File: src/rtl/rd_unpacker.sv
module rd_unpacker #(
  parameter int LANE_W = 9,
  parameter int LANES  = 4
) (
  input  logic                    clk,
  input  logic                    rst_n,
  input  logic [1:0]              size_sel,
  input  logic                    big_end,
  input  logic                    fifo_empty,
  input  logic [LANE_W*LANES-1:0] fifo_data,
  output logic                    fifo_pop,
  input  logic                    rd_en,
  output logic [LANE_W*LANES-1:0] rd_data,
  output logic                    rd_empty
);
  localparam int LW   = LANE_W * LANES;
  localparam int HW   = LW / 2;
  localparam int PH_W = $clog2(LANES);

  logic [1:0]      sz_q;
  logic            be_q;
  logic [PH_W-1:0] ph;
  logic [LW-1:0]   hold;
  logic [LW-1:0]   src;
  logic [PH_W-1:0] last_ph;
  logic [PH_W-1:0] idx;
  logic            take;

  // portion count minus one for the latched width
  always_comb begin
    if (sz_q[1])           last_ph = PH_W'(LANES - 1);
    else if (sz_q == 2'b01) last_ph = PH_W'(1);
    else                   last_ph = '0;
  end

  assign idx      = be_q ? (last_ph - ph) : ph;
  assign src      = (ph == '0) ? fifo_data : hold;
  assign rd_empty = (ph == '0) && fifo_empty;
  assign take     = rd_en && !rd_empty;
  assign fifo_pop = take && (ph == '0);

  always_comb begin
    rd_data = '0;
    if (!rd_empty) begin
      if (sz_q[1])
        rd_data[LANE_W-1:0] = src[idx*LANE_W +: LANE_W];
      else if (sz_q == 2'b01)
        rd_data[HW-1:0] = idx[0] ? src[LW-1:HW] : src[HW-1:0];
      else
        rd_data = src;
    end
  end

  always_ff @(posedge clk) begin
    if (!rst_n) begin
      sz_q <= size_sel;
      be_q <= big_end;
      ph   <= '0;
      hold <= '0;
    end else if (take) begin
      if (ph == '0) hold <= fifo_data;
      ph <= (ph == last_ph) ? '0 : ph + 1'b1;
    end
  end
endmodule


File: config.mk
export PLATFORM = sky130hd
export DESIGN_NAME = rd_unpacker
export DESIGN_NICKNAME = d
export VERILOG_FILES = /design/src/rtl/rd_unpacker.sv
export SDC_FILE = /design/constraint.sdc
export NUM_CORES = 1
export LEC_CHECK = 0
export ABC_AREA = 1
export BUFFER_PORTS_ARGS = -buffer_cell sky130_fd_sc_hd__buf_2
export CORE_AREA = 2 2 96 98
export CTS_CLUSTER_DIAMETER = 120
export DETAILED_ROUTE_END_ITERATION = 10
export DIE_AREA = 0 0 98 100
export PLACE_DENSITY = 0.6
export SYNTH_ARGS = -nofsm -noshare
export SYNTH_HDL_FRONTEND = slang
export SYNTH_SLANG_ARGS = --single-unit
File: constraint.sdc
create_clock -name clk -period 2.7 [get_ports clk]
set_clock_uncertainty 0.1 [all_clocks]
set_input_delay 0.135 -clock clk [delete_from_list [all_inputs] [get_ports clk]]
set_output_delay 0.135 -clock clk [all_outputs]
set_load 0.1 [all_outputs]
**Word-level counts from Yosys, hierarchy flattened**

Index checks and enable logic that the tools add are counted.
W data, S select, Z words.

- Flip-flop bits (word level): 41
- Bits of input ports: 43
- Word-level logic and storage cells: 26

- $add $sub $neg: 2
- Multipliers: 1
- Eq/ne operators: 2
- Shift operators: 1
- Muxes and demuxes: 11
- Reductions and logical operators: 5

Operators by type and width:

| kind | number |
|---|---|
| $mux W36 | 2 |
| $mux W18 | 3 |
| $shiftx A36 B7 Y9 | 1 |
| $mux W27 | 1 |
| $mux W9 | 1 |
| $mul A2 B4 Y6 const B | 1 |
| $mux W2 | 3 |
| $logic_and A1 B1 Y1 | 3 |
| $add A2 B1 Y2 const B | 1 |
| $eq A2 B1 Y1 const B | 1 |
| $eq A2 B2 Y1 | 1 |
| $logic_not A2 Y1 | 1 |
| $sub A2 B2 Y2 | 1 |
| $logic_not A1 Y1 | 1 |
| $mux W1 | 1 |

**Logic depth before layout (Yosys ltp)**

Gate-level depths: netlist of the first run.

- Depth after elaboration: 9
- Gate-level depth with buffers: 14
- Depth with buffers taken out: 12

**Worst setup path before layout of the first run**

No wires, ideal clock.

- Path kind: register -> output
- From: register ph[0]
- To: output rd_data[10]
- Arrival: 4.017 ns
- Required time: 2.465 ns
- Slack: -1.552 ns
- Cell stages (with the launch flop): 9
- Cells stage by stage: dfxtp_1 > inv_1 > ha_1 > nand2_1 > buf_4 > inv_1 > nor2_2 > inv_1 > a211oi_1

- Elaborated cells between the ends (all ways): 9
- Classes of those cells: add/sub (1); mux (6); reduce/logical (2)

RTL lines:

| element | RTL line | source |
|---|---|---|
| start, declared | 22 | `logic [PH_W-1:0] ph;` |
| start signal, assigned | 62 | `ph <= (ph == last_ph) ? '0 : ph + 1'b1;` |
| $logic_not A2 Y1 | 38 | `assign rd_empty = (ph == '0) && fifo_empty;` |
| $logic_and A1 B1 Y1 | 38 |  |
| net rd_empty | 14 | `output logic rd_empty` |
| $mux W36 | 44 | `if (!rd_empty) begin` |
| end, declared | 13 | `output logic [LANE_W*LANES-1:0] rd_data,` |

The timed path passes the listed nets, and every way through them passes these cells.

**Worst setup path in the final report of the first run**

- From: register ph[0]
- To: output rd_data[25]

- Cells in the longest elaborated chain, start to end: 5
- Elaborated cells between the ends (all ways): 6
- Classes of those cells: mux (4); reduce/logical (2)

RTL lines:

| element | RTL line | source |
|---|---|---|
| $logic_not A2 Y1 (*) | 37, 38 |  |
| $mux W36 | -- |  |
| $mux W18 | 47 | `else if (sz_q == 2'b01)` |
| $mux W27 | 45 | `if (sz_q[1])` |
| $mux W36 (*) | 44 |  |

Mark *: on every way between the ends. The rest lies on a longest branch, timed or not.

==> results.tsv, run 1 <==
stage	metric	value	unit
global_routing	first-pass GRT wire length	16.2	mm
critical_path	CP max FO	13	
sta	Slew HR	60.2	%
floorplanning	site row count	35	
pwr	maximum VDD drop	0.000236	V
pwr	Sw Ratio	50.3	%
yosys	post-synth cell types	22	
critical_path	CP Capture Point	rd_data[25]	
floorplanning	io pins	81	
critical_path	CP peak stage delay	0.40	ns
critical_path	Required @ worst endpoint	2.47	ns
final_layout	layout cell share with drive strength beyond 1	24.9	%
routing	vias per inst	4.87	
pwr	Overall Power	2.83	mW
sta	Tcrit/Tclk final	96.3	%
clock_tree	CTS tree	yes	
routing	ANT nets after route	0	
yosys	Synth warnings	0	
pwr	leak pwr	2.22	nW
critical_path	CP startpoint	ph[0]	
critical_path	r2r setup slk	0.47	ns
pwr	Internal	1.40	mW
routing	vias	3478	
critical_path	CP Capture Type	primary output	
sta	Achievable Freq	384	MHz
routing	Starting DRT DRC Count	293	
final_layout	Area Growth Syn to Fin	51.7	%
floorplanning	Placeable Area	0.00889	mm^2
place	DP Cell Count	701	
global_routing	largest net degree at the start of global routing	38	
floorplanning	Die H	100	um
pwr	Pwr per Cell Area	626	mW/mm^2
final_layout	nets	648	
place	port buffer count	80	
status	status	finished clean	
routing	drc violations	0	
place	GPL Wtd Cong	0.946	
pwr	Comb pwr share	60.6	%
routing	first-pass iteration count of the detailed router	6	
yosys	Mean Syn Cell Area	5.63	um^2
critical_path	CP Launch Type	register	
yosys	Post-Syn Area	0.00298	mm^2
critical_path	CP arrival	2.37	ns
critical_path	worst path cell trace	inv_2 -> ha_4 -> nand2_2 -> clkinvlp_4 -> nor2_4 -> nand2_2 -> buf_12 -> nor2_4 -> buf_12	
floorplanning	Die ar.	0.00980	mm^2
yosys	#FFs+latches synth	41	
global_routing	vias in the first global route	3273	
sta	Final setup viols	0	
critical_path	slowest CP cell	dfxtp_4	
sta	final hold viol count	0	
clock_tree	htree depth	2	
yosys	Synth Net Count	574	
yosys	sequential fraction of the synthesis area	28.6	%
critical_path	FF-to-FF End	ph[0]	
floorplanning	Initial Utilization	33.5	%
global_routing	global-route usage over all layers	20.4	%
pwr	Psw	1.42	mW
place	DPL Wire Length	7.34	mm
global_routing	total congestion overflow	0	
clock_tree	Clk Latency, worst-skew pair	0.30	ns
yosys	Synth Instances	529	
clock_tree	clk root buf	clkbuf_8	
routing	Routed WL	9.86	mm
job	Max Cap Violations	0	
pwr	Sequential Power Share	25.0	%
clock_tree	Clock Tree Buf Depth	2	
global_routing	initial antenna violation count	0	
sta	final slew viol count	0	
critical_path	Crit Path Class	register to primary output	
final_layout	ant diodes	0	
min_path	class of the worst hold path	input pin to register	
sta	Period minus WS final	2.60	ns
clock_tree	Reg clk slew, reported paths	0.08	ns
sta	worst-margin pin slew	0.595	ns
clock_tree	CTS sink cnt	41	
pwr	Clock power frac	14.4	%
critical_path	FF-to-FF Start	ph[0]	
routing	WL/cell	13.8	um
clock_tree	Num CTS Buffers	5	
floorplanning	Die X	98	um
min_path	Cells on Worst Hold Path	3	
final_layout	final std cells w/o fill	714	
critical_path	Worst R2R Path Depth	8	
sta	RSZ-0062 raised after global routing	no	
==> cell usage in the layout (no fill, tap or decap), types with 2 or more instances in the layout <==
cell,n
o21ai_0,39
inv_2,5
a31oi_1,2
inv_1,79
nand3_2,2
buf_2,43
nand4_1,2
nand3_1,45
dfxtp_1,36
buf_4,7
buf_6,2
nand2_1,196
dlygate4sd3_1,3
a21oi_1,38
nand2_2,3
nor2_1,7
a21oi_4,7
clkinvlp_4,2
clkbuf_8,5
edfxtp_1,3
a211oi_4,6
nor2_4,20
buf_12,41
==> power by group through the flow <==
| stage | clock [mW] | combinational, mW | sequential (mW) |
|---|---|---|---|
| final | 0.407 | 1.71 | 0.708 |
| after detailed placement | 0 | 1.68 | 0.721 |
| after CTS | 0.412 | 1.69 | 0.707 |
| after floorplan | 0 | 1.19 | 0.713 |
| after global routing | 0.429 | 1.83 | 0.715 |
| after global placement | 0 | 1.68 | 0.718 |
==> synthesized netlist by cell type <==
master    number  share of area, %
nand2_1      198                25
nand4_1        2              0.42
dfxtp_1       38                26
nor2_2         1              0.21
buf_6          1              0.38
a21oi_1       45               7.6
nand3_2        2              0.67
ha_1           2              0.84
nand2_2        1              0.21
a31oi_1        2              0.42
clkbuf_1      10               1.3
inv_1         83                10
edfxtp_1       3               3.0
o21ai_0       39               6.6
nor2_1        26               3.3
buf_4          5               1.3
inv_2          4              0.50
buf_2         13               2.2
a211oi_1       7               1.8
o21ai_4        1              0.55
nor2_4         1              0.38
nand3_1       45               7.6
==> state kept, by name (all words and copies together) (netlist names) <==
name	cells
hold	36
ph	2
sz_q	2
be_q	1
==> layer usage <==
layer | track usage [%] | vias to the layer above | wire length [um]
li1 | - | 1791 | -
met2 | 33.7 | 114 | 4610
met1 | 27.6 | 1556 | 4560
met5 | 0 | - | 0
met3 | 2.51 | 17 | 478
met4 | 6.94 | 0 | 214
==> through the flow <==
stage                     TNS (ns)  util [%]  hold slack, ns  area, um^2  worst slack [ns]
after CTS                        0      50.2          0.0194        4470            0.0454
after global placement           0      49.0           0.214        4360             0.412
after global routing             0      50.8          0.0497        4520            0.0163
after floorplan              -2.42         -           0.134        3310            -0.204
after detailed placement         0      49.0           0.214        4360             0.399
final                            0      50.8          0.0182        4520            0.0988
==> area by class of cell <==
class                      count  area, um^2
clock inverter                 1        8.76
multi-input combinational    372        1960
timing repair buffer          96        1140
tap                          111         139
sequential                    41         856
fill                         896        4370
clock buffer                   6        72.6
inverter                      87         337
==> timing repair <==
item                       in CTS  in global routing
setup endpoints to repair       0                 30
resized for setup               0                  6
hold buffers                    3                  0
setup buffers                   0                  3
hold endpoints to repair        3                  0
==> critical path: cells and delay by family, from the launching register on <==
family	cells	cell delay, ns
buffers and inverters	4	0.66
and+or+nand+nor	4	0.80
DFF	1	0.40
adders and majority gates	1	0.19
==> how the worst min path moves through the flow <==
stage / from / to / slack [ns]
finish: fifo_data[3] / hold[3] / 0.02
global route: fifo_data[3] / hold[3] / 0.05
CTS: fifo_data[3] / hold[3] / 0.02
detailed placement: size_sel[0] / sz_q[0] / 0.21
global placement: size_sel[0] / sz_q[0] / 0.21
floorplan: big_end / be_q / 0.13
==> kinds of logic (layout without fill, tap and decap cells) <==
kind of cell               after synthesis  in the layout  synth area share, %
and+or+nand+nor                        276            276                 37.7
buffers and inverters                  116            190                 16.1
AOI/OAI and AO/OA                       94             94                 16.8
DFF                                     41             41                 28.6
adders and majority gates                2              2                0.840
Note: power is estimated with default switching activity, not from simulation.
==> inputs of run 2 (changes only) <==
- CTS_BUF_LIST: default -> sky130_fd_sc_hd__clkbuf_4 sky130_fd_sc_hd__clkbuf_8 sky130_fd_sc_hd__clkbuf_16
==> results.tsv, run 2 (same netlist as run 1, synthesis figures left out) <==
stage	metric	value	unit
status	status	finished clean	
min_path	class of the worst hold path	input pin to register	
global_routing	largest net degree at the start of global routing	38	
final_layout	leading cell type in the layout, fill and taps excluded	nand2_1	
sta	Achievable Freq	383	MHz
critical_path	kind of cell adding the most delay to the critical path	simple AND/OR/NAND/NOR gates	
final_layout	Area Growth Syn to Fin	51.8	%
job	Max Cap Violations	0	
routing	first-pass iteration count of the detailed router	5	
final_layout	ant diodes	0	
critical_path	CP Capture Type	primary output	
clock_tree	Clk Latency, worst-skew pair	0.30	ns
final_layout	largest register by flop count	hold	
final_layout	layout cell share with drive strength beyond 1	25.0	%
routing	vias	3498	
floorplanning	Placeable Area	0.00889	mm^2
sta	final slew viol count	0	
sta	Period minus WS final	2.61	ns
clock_tree	htree depth	2	
critical_path	Worst R2R Path Depth	8	
routing	vias per inst	4.90	
routing	drc violations	0	
critical_path	CP arrival	2.37	ns
clock_tree	Num CTS Buffers	5	
pwr	leak pwr	2.22	nW
clock_tree	CTS sink cnt	41	
pwr	Psw	1.42	mW
final_layout	Regs by FF count	hold x36, ph x2, sz_q x2	
global_routing	total congestion overflow	0	
pwr	Internal	1.41	mW
pwr	maximum VDD drop	0.000238	V
routing	Starting DRT DRC Count	266	
floorplanning	Die ar.	0.00980	mm^2
final_layout	max reg flops	36	
sta	Final setup viols	0	
clock_tree	clk root buf	clkbuf_8	
min_path	Cells on Worst Hold Path	3	
place	DP Cell Count	701	
critical_path	WP depth	9	
global_routing	first-pass GRT wire length	16.2	mm
sta	Tcrit/Tclk final	96.6	%
pwr	Sw Ratio	50.1	%
critical_path	Crit Path Class	register to primary output	
floorplanning	Die H	100	um
sta	Final WS setup	0.0920	ns
sta	RSZ-0062 raised after global routing	no	
critical_path	worst path cell trace	inv_2 -> ha_4 -> nand2_2 -> clkinvlp_4 -> nor2_4 -> nand2_2 -> buf_12 -> nor2_4 -> buf_12	
global_routing	initial antenna violation count	0	
final_layout	nets	648	
routing	Routed WL	9.84	mm
pwr	Clock power frac	14.8	%
final_layout	final std cells w/o fill	714	
place	DPL Wire Length	7.34	mm
clock_tree	Clock Tree Buf Depth	2	
pwr	Sequential Power Share	24.9	%
place	GPL Wtd Cong	0.946	
floorplanning	site row count	35	
final_layout	commonest non-fill, non-tap cells in the layout	nand2_1, inv_1, nand3_1	
global_routing	vias in the first global route	3277	
sta	Min Hold Slack	0.0158	ns
floorplanning	Die X	98	um
critical_path	Buf+Inv Stages, Crit Path	4	
sta	worst-margin pin slew	0.570	ns
critical_path	CP peak stage delay	0.40	ns
critical_path	Required @ worst endpoint	2.47	ns
floorplanning	Initial Utilization	33.5	%
critical_path	CP Launch Type	register	
routing	ANT nets after route	0	
place	Placement Setup Slack	0.399	ns
sta	final hold viol count	0	
clock_tree	Reg clk slew, reported paths	0.08	ns
critical_path	slowest CP cell	dfxtp_4	
sta	Slew HR	61.8	%
global_routing	global-route usage over all layers	20.4	%
routing	WL/cell	13.8	um
critical_path	CP max FO	13	
pwr	Pwr per Cell Area	627	mW/mm^2
pwr	Comb pwr share	60.3	%
floorplanning	io pins	81	
clock_tree	CTS tree	yes	
place	port buffer count	80	
==> run 2: cell counts in the layout (fill, tap and decap cells not counted) <==
No cell type changed its count.
==> run 2: per-stage QoR <==
stage / cell area, um^2 / util, % / TNS [ns] / total power, mW
after floorplan: 3310 / - / -2.42 / 1.90
after global placement: 4360 / 49.0 / 0 / 2.40
after detailed placement: 4360 / 49.0 / 0 / 2.40
after CTS: 4470 / 50.3 / 0 / 2.82
after global routing: 4520 / 50.9 / 0 / 2.98
final: 4520 / 50.9 / 0 / 2.84
==> run 2: path summary, 6_finish.rpt <==
kind                start           to  slack, ns
max                 ph[0]  rd_data[25]       0.09
min          fifo_data[3]      hold[3]       0.02
max reg2reg         ph[0]        ph[0]       0.46
min reg2reg         ph[1]        ph[1]       0.40
==> run 2: area by class of cell <==
cell class                 instances  area, um^2
clock inverter                     1        8.76
multi-input combinational        372        1960
clock buffer                       6        76.3
fill                             896        4370
tap                              111         139
sequential                        41         856
inverter                          87         337
timing repair buffer              96        1140
==> run 2: timing repair <==
action,4_1_cts,5_1_grt
resized for setup,0,6
setup endpoints to repair,0,30
endpoints found under the hold margin,3,0
buffers inserted,0,3
hold buffers,3,0
==> run 2: power by group through the flow <==
stage               clock network, mW  logic (mW)  registers (mW)
global placement                    0        1.68           0.718
detailed placement                  0        1.68           0.721
finish                          0.419        1.71           0.708
global route                    0.439        1.83           0.715
CTS                             0.422        1.69           0.707
floorplan                           0        1.19           0.713
==> run 2: per-layer routing <==
| layer | part of all wire, % | routed length, um | GRT usage, % | vias up |
|---|---|---|---|---|
| li1 | - | - | - | 1790 |
| met1 | 44 | 4380 | 27.6 | 1558 |
| met2 | 47 | 4610 | 33.9 | 131 |
| met3 | 6.2 | 611 | 2.51 | 19 |
| met4 | 2.4 | 240 | 6.94 | 0 |
| met5 | 0 | 0 | 0 | - |
==> run 2: worst reg2reg max path, cell delays in order, from the launching register on <==
cell and delay (ns):
dfxtp_4 0.40, inv_2 0.05, ha_4 0.19, nand2_2 0.23, nand2_1 0.13, inv_1 0.35, buf_4 0.41, a21oi_1 0.13
a211oi_1 0.17
==> inputs of run 3 (changes only) <==
- BUFFER_PORTS_ARGS: -buffer_cell sky130_fd_sc_hd__buf_2 -> -buffer_cell sky130_fd_sc_hd__buf_4
==> results.tsv, run 3 (same netlist as run 1, synthesis figures left out) <==
stage	metric	value	unit
pwr	Clock power frac	17.5	%
pwr	Comb pwr share	56.7	%
critical_path	Worst R2R Path Depth	9	
floorplanning	io pins	81	
routing	Routed WL	9.98	mm
place	port buffer count	80	
routing	ANT nets after route	0	
critical_path	slowest CP cell	edfxtp_1	
critical_path	CP peak stage delay	0.39	ns
place	GPL Wtd Cong	0.899	
global_routing	total congestion overflow	0	
clock_tree	Clk Latency, worst-skew pair	0.30	ns
final_layout	layout cell share with drive strength beyond 1	25.9	%
final_layout	max reg flops	36	
floorplanning	Die ar.	0.00980	mm^2
sta	final hold viol count	0	
final_layout	ant diodes	0	
pwr	Overall Power	2.75	mW
routing	vias	3443	
sta	Slew HR	71.6	%
routing	first-pass iteration count of the detailed router	5	
place	DPL Wire Length	7.24	mm
clock_tree	CTS sink cnt	41	
routing	Starting DRT DRC Count	164	
sta	Final setup viols	0	
critical_path	Crit Path Class	register to primary output	
clock_tree	CTS tree	yes	
sta	Period minus WS final	2.53	ns
sta	Tcrit/Tclk final	93.6	%
pwr	Psw	1.41	mW
clock_tree	Clock Tree Buf Depth	2	
final_layout	Area Growth Syn to Fin	41.8	%
global_routing	global-route usage over all layers	20.3	%
global_routing	largest net degree at the start of global routing	43	
sta	worst-margin pin slew	0.421	ns
pwr	Pwr per Cell Area	651	mW/mm^2
floorplanning	Die H	100	um
global_routing	first-pass GRT wire length	16.1	mm
sta	final slew viol count	0	
place	Placed Area	0.00398	mm^2
routing	vias per inst	4.78	
final_layout	Fillers	939	
pwr	Sequential Power Share	25.7	%
pwr	Internal	1.34	mW
global_routing	initial antenna violation count	0	
final_layout	Final Util	47.5	%
sta	Achievable Freq	396	MHz
critical_path	CP Capture Type	primary output	
pwr	maximum VDD drop	0.000286	V
routing	drc violations	0	
critical_path	Buf+Inv Stages, Crit Path	3	
sta	Final TNS setup	0	ns
job	Max Cap Violations	0	
critical_path	Required @ worst endpoint	2.47	ns
final_layout	commonest non-fill, non-tap cells in the layout	nand2_1, buf_4, inv_1	
pwr	leak pwr	2.17	nW
pwr	Sw Ratio	51.3	%
final_layout	cell area after layout	0.00422	mm^2
critical_path	worst path cell trace	buf_4 -> inv_2 -> nand2_1 -> nand3_1 -> nand3_2 -> nand3_1 -> nand2_1 -> a21oi_4 -> buf_4	
clock_tree	htree depth	2	
critical_path	CP max FO	14	
status	status	finished clean	
critical_path	CP Launch Type	register	
final_layout	Regs by FF count	hold x36, ph x2, sz_q x2	
critical_path	WP depth	9	
floorplanning	site row count	35	
routing	WL/cell	13.9	um
floorplanning	Initial Utilization	33.5	%
final_layout	leading cell type in the layout, fill and taps excluded	nand2_1	
clock_tree	clk root buf	clkbuf_8	
global_routing	vias in the first global route	3191	
final_layout	nets	653	
critical_path	CP arrival	2.29	ns
final_layout	largest register by flop count	hold	
min_path	class of the worst hold path	input pin to register	
min_path	Cells on Worst Hold Path	3	
floorplanning	Die X	98	um
critical_path	kind of cell adding the most delay to the critical path	buffers and inverters	
floorplanning	Placeable Area	0.00889	mm^2
clock_tree	Reg clk slew, reported paths	0.08	ns
sta	RSZ-0062 raised after global routing	no	
clock_tree	Num CTS Buffers	5	
## run 3: changes by cell type in the layout (fill, tap and decap cells not counted), sizes merged
cell,delta
clkbuf,+1
clkinv,-1
inv,+1
buf,+5
## run 3: worst min-delay path: cells and delay by family
| family | cells | cell delay [ns] |
|---|---|---|
| buffers and inverters | 1 | 0.07 |
| AOI/OAI and AO/OA | 1 | 0.12 |
| and+or+nand+nor | 1 | 0.06 |
## run 3: worst paths after layout
check,from,endpoint,slack (ns)
hold / removal,fifo_data[5],hold[5],0.02
setup / recovery,sz_q[1],rd_data[8],0.17
hold reg to reg,ph[0],ph[0],0.41
setup reg to reg,ph[0],ph[0],0.67
## run 3: timing repair
| item | CTS | global route |
|---|---|---|
| hold endpoints to repair | 3 | 0 |
| buffers inserted | 0 | 6 |
| resized for setup | 2 | 13 |
| pin swaps | 0 | 2 |
| endpoints found under the setup margin | 12 | 12 |
| hold buffers | 3 | 0 |
## run 3: area by class of cell
type                       instances  area [um^2]  share of cell area (%)
clock buffer                       7         96.3                    2.28
clock inverter                     1         8.76                   0.207
inverter                          87          339                    8.03
multi-input combinational        372         1970                    46.7
sequential                        41          856                    20.3
tap                              111          139                    3.29
timing repair buffer             101          812                    19.2
## run 3: power groups by stage
| stage | clock, mW | combinational, mW | sequential (mW) |
|---|---|---|---|
| after floorplan | 0 | 1.19 | 0.713 |
| after global placement | 0 | 1.49 | 0.718 |
| after detailed placement | 0 | 1.50 | 0.721 |
| after CTS | 0.491 | 1.51 | 0.707 |
| after global routing | 0.522 | 1.67 | 0.715 |
| final | 0.482 | 1.56 | 0.708 |
## run 3: metal layers
metal	global-route usage, %	up-vias	routed length [um]
li1	-	1801	-
met1	28.7	1509	4720
met2	32.2	120	4550
met3	2.99	13	532
met4	5.98	0	168
met5	0	-	0
## run 3: through the flow
step                instances  hold slack [ns]  worst slack, ns
floorplan                 529            0.134           -0.204
global route              720           0.0487           0.0131
global placement          703            0.214            0.217
finish                    720           0.0181            0.174
CTS                       714           0.0244           0.0340
detailed placement        703            0.214            0.221
